`src/rtl/rdc_pkg.sv`:
```
package rdc_pkg;
  // Descriptor status word as driven on cls_stat, first-in-frame in bit 0
  typedef struct packed {
    logic bad_ptr;
    logic overrun;
    logic last;
    logic first;
  } rdc_stat_t;

  localparam int STAT_W = $bits(rdc_stat_t);
endpackage

```
`src/rtl/rdc_ring.sv`:
```
module rdc_ring #(
  parameter int NDESC = 8,
  parameter int IDX_W = $clog2(NDESC)
) (
  input  logic             clk,
  input  logic             rst_n,
  input  logic             adv,
  input  logic             wrap,
  output logic [IDX_W-1:0] idx
);
  function automatic logic [IDX_W-1:0] step_idx(input logic [IDX_W-1:0] cur, input logic wr);
    if (wr || cur == IDX_W'(NDESC - 1)) return '0;
    return cur + 1'b1;
  endfunction

  always_ff @(posedge clk or negedge rst_n) begin
    if (!rst_n)   idx <= '0;
    else if (adv) idx <= step_idx(idx, wrap);
  end
endmodule

```
`src/rtl/rdc_oreg.sv`:
```
module rdc_oreg #(
  parameter int W = 8
) (
  input  logic         clk,
  input  logic         rst_n,
  input  logic [W-1:0] d,
  output logic [W-1:0] q
);
  always_ff @(posedge clk or negedge rst_n) begin
    if (!rst_n) q <= '0;
    else        q <= d;
  end
endmodule

```
`src/rtl/rx_desc_closer.sv`:
```
module rx_desc_closer
  import rdc_pkg::*;
#(
  parameter int NDESC  = 8,
  parameter int ADDR_W = 16,
  parameter int LEN_W  = 16,
  parameter int DATA_W = 8,
  localparam int IDX_W = $clog2(NDESC)
) (
  input  logic              clk,
  input  logic              rst_n,
  input  logic [LEN_W-1:0]  cfg_max_len,
  input  logic              in_valid,
  input  logic              in_sof,
  input  logic              in_eof,
  input  logic [DATA_W-1:0] in_data,
  output logic [IDX_W-1:0]  desc_idx,
  input  logic              desc_empty,
  input  logic              desc_wrap,
  input  logic [ADDR_W-1:0] desc_ptr,
  output logic              mem_we,
  output logic [ADDR_W-1:0] mem_addr,
  output logic [DATA_W-1:0] mem_wdata,
  output logic              cls_we,
  output logic [IDX_W-1:0]  cls_idx,
  output logic [LEN_W-1:0]  cls_len,
  output logic [3:0]        cls_stat,
  output logic              rx_busy
);
  localparam int WP_W = 1 + ADDR_W + DATA_W;
  localparam int CP_W = 1 + IDX_W + LEN_W + STAT_W + 1;

  function automatic logic [ADDR_W-1:0] buf_addr(input logic [ADDR_W-1:0] base,
                                                 input logic [LEN_W-1:0]  offs);
    return base + ADDR_W'(offs);
  endfunction

  // buffer and frame state
  logic              open_q, first_q, ovr_q, xpend_q;
  logic [ADDR_W-1:0] base_q;
  logic [LEN_W-1:0]  cnt_q, flen_q;
  logic              open_n, first_n, ovr_n, xpend_n;
  logic [ADDR_W-1:0] base_n;
  logic [LEN_W-1:0]  cnt_n, flen_n;

  // named internal events
  logic ev_claim, ev_store, ev_drop, ev_full, ev_end, ev_xtra, ev_bad, ev_adv;

  logic [LEN_W-1:0]  offs, flen_e, cl_len;
  logic [ADDR_W-1:0] base_e, w_addr;
  logic              first_e, ovr_e, full;
  rdc_stat_t         cl_st;

  always_comb begin
    ev_claim = 1'b0; ev_store = 1'b0; ev_drop = 1'b0;
    ev_full  = 1'b0; ev_end   = 1'b0; ev_xtra = 1'b0; ev_bad = 1'b0;
    open_n = open_q; first_n = first_q; ovr_n = ovr_q; xpend_n = 1'b0;
    base_n = base_q; cnt_n = cnt_q; flen_n = flen_q;
    offs = '0; base_e = base_q; w_addr = '0; cl_len = '0; cl_st = '0; full = 1'b0;
    flen_e  = in_sof ? '0   : flen_q;
    first_e = in_sof ? 1'b1 : first_q;
    ovr_e   = in_sof ? 1'b0 : ovr_q;
    if (xpend_q) begin
      // empty trailing descriptor of an exactly filled frame
      ev_xtra = 1'b1;
      cl_len = flen_q; cl_st.last = 1'b1; cl_st.overrun = ovr_q;
      if (in_valid) begin
        ev_drop = 1'b1; ovr_n = 1'b1;
        flen_n = flen_e; first_n = first_e;
      end
    end else if (in_valid) begin
      flen_n = flen_e; first_n = first_e; ovr_n = ovr_e;
      if (!open_q && !desc_empty) begin
        ev_drop = 1'b1; ovr_n = 1'b1;
      end else if (!open_q && desc_ptr[0]) begin
        ev_bad = 1'b1; ev_drop = 1'b1; ovr_n = 1'b1;
        cl_st.bad_ptr = 1'b1;
      end else begin
        ev_store = 1'b1;
        ev_claim = !open_q;
        offs   = open_q ? cnt_q : '0;
        base_e = open_q ? base_q : desc_ptr;
        w_addr = buf_addr(base_e, offs);
        base_n = base_e;
        cnt_n  = offs + 1'b1;
        flen_n = flen_e + 1'b1;
        open_n = 1'b1;
        full   = (cnt_n == cfg_max_len);
        if (full || in_eof) begin
          open_n = 1'b0; first_n = 1'b0;
          cl_st.first = first_e;
          if (!full) begin
            ev_end = 1'b1;
            cl_len = flen_n; cl_st.last = 1'b1; cl_st.overrun = ovr_e;
          end else begin
            ev_full = 1'b1;
            cl_len  = cfg_max_len;
            xpend_n = in_eof;
          end
        end
      end
    end
    ev_adv = ev_xtra | ev_full | ev_end | ev_bad;
  end

  always_ff @(posedge clk or negedge rst_n) begin
    if (!rst_n) begin
      open_q <= 1'b0; first_q <= 1'b0; ovr_q <= 1'b0; xpend_q <= 1'b0;
      base_q <= '0;   cnt_q   <= '0;   flen_q <= '0;
    end else begin
      open_q <= open_n; first_q <= first_n; ovr_q <= ovr_n; xpend_q <= xpend_n;
      base_q <= base_n; cnt_q   <= cnt_n;   flen_q <= flen_n;
    end
  end

  rdc_ring #(.NDESC(NDESC), .IDX_W(IDX_W)) u_ring (
    .clk(clk), .rst_n(rst_n), .adv(ev_adv), .wrap(desc_wrap), .idx(desc_idx)
  );

  rdc_oreg #(.W(WP_W)) u_wport (
    .clk(clk), .rst_n(rst_n),
    .d({ev_store, w_addr, in_data}),
    .q({mem_we, mem_addr, mem_wdata})
  );

  rdc_oreg #(.W(CP_W)) u_cport (
    .clk(clk), .rst_n(rst_n),
    .d({ev_adv, desc_idx, cl_len, cl_st, ev_drop}),
    .q({cls_we, cls_idx, cls_len, cls_stat, rx_busy})
  );
endmodule

```
`config.mk`:
```
export PLATFORM = sky130hd
export DESIGN_NAME = rx_desc_closer
export DESIGN_NICKNAME = d
export VERILOG_FILES = /design/src/rtl/rdc_pkg.sv /design/src/rtl/rdc_ring.sv /design/src/rtl/rdc_oreg.sv /design/src/rtl/rx_desc_closer.sv
export SDC_FILE = /design/constraint.sdc
export NUM_CORES = 1
export LEC_CHECK = 0
export BUFFER_PORTS_ARGS = -buffer_cell sky130_fd_sc_hd__buf_4
export CAP_MARGIN = 30
export CORE_ASPECT_RATIO = 1.25
export CORE_UTILIZATION = 58
export CTS_CLUSTER_DIAMETER = 40
export DETAILED_ROUTE_END_ITERATION = 8
export PLACE_DENSITY = 0.81
export RECOVER_POWER = 100
export SYNTH_ARGS = -nofsm -noshare
export SYNTH_HDL_FRONTEND = slang
export SYNTH_HIERARCHICAL = 1
export SYNTH_SLANG_ARGS = --single-unit
export TNS_END_PERCENT = 100
```
`constraint.sdc`:
```
create_clock -name clk -period 4.5 [get_ports clk]
set_input_delay 0.9 -clock clk [delete_from_list [all_inputs] [get_ports clk]]
set_output_delay 0.9 -clock clk [all_outputs]
set_load 0.1 [all_outputs]
```
==> impl_metrics.json <==
{
  "setup_viol": 0,
  "fin_nets": 838,
  "grt_max_degree": 58,
  "timing.final.crit_share": 0.856,
  "rows": 42,
  "tns_ps": 0,
  "clk_root_buffer_cell": "clkbuf_16",
  "clock_sink_count": 105,
  "die_x_um": 95.8,
  "cp_cell_sequence": "clkbuf_1 -> nand2_1 -> xnor2_1 -> a22o_1 -> a2111o_1 -> nor4_1 -> and4b_1 -> buf_4 -> o21ai_0 -> or3_1",
  "drive_gt1_frac": 0.142,
  "clock.fmax_mhz": 260,
  "rrSetupSlack_ps": 650,
  "internal_power_uw": 2090,
  "grt_pass1_vias": 5520,
  "hpwl_um": 11900,
  "setup_ws_ps": 648,
  "ys_async_sr_fraction": 1.00,
  "hold_viol_final": 0,
  "synthMuxAreaShare": 0.0657,
  "port-buffer-count": 99,
  "drtIter0Drc": 247,
  "min_path_cells": 0,
  "cts.repair.resized": 0,
  "grt_setup_unrepaired": "no",
  "synth_xor_xnor_area_share": 0.0494,
  "syn_nets": 762,
  "crit_fanout": 41,
  "drv_slew": 50,
  "gp_congestion": 0.894,
  "drv_cap": 1,
  "cts_buffers": 9,
  "drt_pass1_iterations": 5,
  "skew_ps": 5.55,
  "ioPinCount": 100,
  "clk_latency_ps": 350,
  "synth_fa_ha_area_frac": 0.0384,
  "tightestPinTransition_ps": 2650,
  "path_class": "reg -> reg",
  "violations": "max-capacitance violations, max-slew violations",
  "drtAntennaViolNets": 0,
  "coreArea_sq_um": 10700,
  "hold_class": "reg -> reg",
  "synthSimpleGateAreaFrac": 0.232,
  "diodes": 0,
  "routedWlPerCell_um": 18.1,
  "synthToLayoutAreaGrowth_pct": 13.5,
  "syn_area_sq_um": 6380,
  "synth_top_family_by_area": "simple AND/OR/NAND/NOR gates",
  "switching_share": 0.456,
  "antenna_found_initial": 0,
  "synthFlopType": "dfrtp_1",
  "worst_setup_path_end_kind": "register",
  "wirelength_um": 16500,
  "yosysSeqAreaShare": 0.412,
  "avgSynthCellArea_sq_um": 9.17,
  "status": "finished with violations",
  "cts_tree": "built",
  "p_switching_uw": 1760,
  "start_util": 0.598,
  "clockBufferDepth": 2,
  "h-tree-depth": 3,
  "critical_path_required_ps": 4730,
  "dieArea_sq_um": 11400,
  "track_usage": 0.307,
  "r2r_cells": 10,
  "start_kind": "register",
  "grt_pass1_wl_um": 26800,
  "ys_ff_latch": 105,
  "synth_cells": 696,
  "irDropWorstVdd_mv": 0.277,
  "p_leak_uw": 0.00316,
  "final.min_clock_period_ps": 3850,
  "synth_edf_count": 0,
  "p_per_area_nw_per_um2": 531,
  "hold_start": "u_ring/idx[1]",
  "die_h_um": 119,
  "cts_setup_buffers": 0,
  "p_comb_frac": 0.431,
  "yosysWarnings": 6,
  "max_stage_delay_ps": 750,
  "clk_pin_slew_worst_paths_ps": 70,
  "seq_power_share": 0.360,
  "pre_cts_ws_ps": 748,
  "worst_ep_arrival_time_ps": 4080,
  "drc_errors": 0,
  "ys_types": 71,
  "relSlewSlack": -0.767,
  "power_frac_clock": 0.209,
  "hold_buffers": 0,
  "rr_startpoint": "open_q",
  "synth_compound_area_frac": 0.155,
  "timing.rr.end": "u_cport/q[8]",
  "whs_endpoint": "u_cport/q[22]",
  "vias": 5608,
  "via_per_inst": 6.17,
  "crit_slowest_cell": "dfrtp_2",
  "globalRouteOverflowTotal": 0
}
-- registers in the layout (all words and copies together) (netlist names), 3 cells and up --
signal and cells:
u_wport/q 25, u_cport/q 25, cnt_q 16, u_ring/idx 3, flen_q 16, base_q 16
-- cells in the final DEF (no fill, tap or decap), types with 5 or more instances in the layout --
cell       count
clkbuf_1      56
mux2i_1        7
nor3_1        28
a31oi_1        8
o22ai_1       11
nand4_1       10
a22o_1         5
xor2_1        10
ha_1          18
and2_1        15
nor4_1         9
xnor2_1       26
nor2_1        43
dfrtp_1      104
and3_1        12
o21a_1         5
a21oi_1       26
clkbuf_4       8
nand2b_1      10
inv_1         25
a21o_1        11
nor2b_1        9
nand3_1       41
mux2_2        30
or3_1          8
o21ai_0       38
nand2_1       60
buf_4         42
clkbuf_16      9
-- power by group through the flow --
stage | combinational [uW] | sequential (uW) | clock [uW]
after floorplan | 881 | 1820 | 0
final | 1660 | 1380 | 805
after CTS | 1730 | 1380 | 819
after detailed placement | 1720 | 1400 | 0
after global placement | 1680 | 1380 | 0
after global routing | 1790 | 1420 | 849
-- cell type report --
| type | count | area [sq um] |
|---|---|---|
| multi-input combinational | 521 | 3450 |
| fill | 902 | 3420 |
| sequential | 105 | 2630 |
| timing repair buffer | 109 | 601 |
| clock buffer | 10 | 239 |
| tap | 132 | 165 |
| inverter | 26 | 97.6 |
| clock inverter | 6 | 67.6 |
-- critical path, delay by kind of cell, from the launching register on --
kind                      cells  cell delay (ps)
xor gates and xnor gates      1              210
and+or+nand+nor               4             1190
DFF                           1              750
buffers and inverters         2              880
AOI/OAI and AO/OA             3              690
-- metal layers --
metal	track usage	wire length (um)	up-vias
met5	0	0	-
met4	0.160	665	0
met3	0.0441	876	48
met2	0.518	8250	204
met1	0.373	6660	2695
li1	-	-	2661
-- worst max path at each step --
stage / from / to / slack [ps] / depth (start not counted)
6_report: open_q / u_cport/q[8] / 650 / 10
3_3_place_gp: desc_ptr[0] / u_wport/q[22] / 850 / 14
4_1_cts: open_q / u_wport/q[22] / 800 / 14
5_1_grt: open_q / u_cport/q[8] / 290 / 10
2_1_floorplan: open_q / u_wport/q[22] / 980 / 15
3_5_place_dp: desc_ptr[0] / u_wport/q[22] / 750 / 14
-- Yosys cell counts, types with 4 or more instances --
| master | number | area, sq um |
|---|---|---|
| buf_1 | 6 | 22.5 |
| nor4_1 | 9 | 56.3 |
| o22ai_1 | 11 | 68.8 |
| nor2_1 | 43 | 161 |
| a21oi_1 | 26 | 130 |
| dfrtp_1 | 105 | 2630 |
| a311oi_1 | 4 | 35.0 |
| and3_1 | 12 | 75.1 |
| a211oi_1 | 4 | 30.0 |
| clkbuf_1 | 22 | 82.6 |
| mux2i_1 | 7 | 70.1 |
| nor2b_1 | 9 | 56.3 |
| nand3_1 | 41 | 205 |
| xor2_1 | 10 | 87.6 |
| nand4_1 | 10 | 62.6 |
| o21ai_0 | 35 | 175 |
| or3_1 | 8 | 50.1 |
| nor3_1 | 28 | 140 |
| nand2b_1 | 10 | 62.6 |
| mux2_2 | 31 | 349 |
| a31oi_1 | 8 | 50.1 |
| xnor2_1 | 26 | 228 |
| buf_2 | 9 | 45.0 |
| inv_1 | 25 | 93.8 |
| or2_2 | 4 | 25.0 |
| o21ai_1 | 4 | 20.0 |
| buf_4 | 4 | 30.0 |
| o31a_1 | 4 | 35.0 |
| a21o_1 | 11 | 82.6 |
| ha_1 | 18 | 225 |
| o21a_1 | 5 | 37.5 |
| nand2_1 | 60 | 225 |
| and2_1 | 16 | 100 |
| a22o_1 | 5 | 43.8 |
-- per-stage QoR --
stage | power, uW | std cells | cell area, sq um | utilization | hold slack, ps
final | 3850 | 909 | 7250 | 0.679 | 443
after global routing | 4060 | 909 | 7250 | 0.679 | 471
after CTS | 3930 | 909 | 7470 | 0.700 | 457
after detailed placement | 3120 | 893 | 7160 | 0.671 | 437
after global placement | 3070 | 893 | 7160 | 0.671 | 427
after floorplan | 2700 | 696 | 6380 | - | 450
-- logic make-up (layout without fill, tap and decap cells) --
| logic type | after synthesis | after routing |
|---|---|---|
| buf+inv | 70 | 151 |
| fa+ha+maj | 19 | 19 |
| mux | 38 | 38 |
| flops | 105 | 105 |
| simple gates | 278 | 278 |
| compound gates | 150 | 150 |
| xor+xnor | 36 | 36 |
Power figures use the tool's default switching activity.
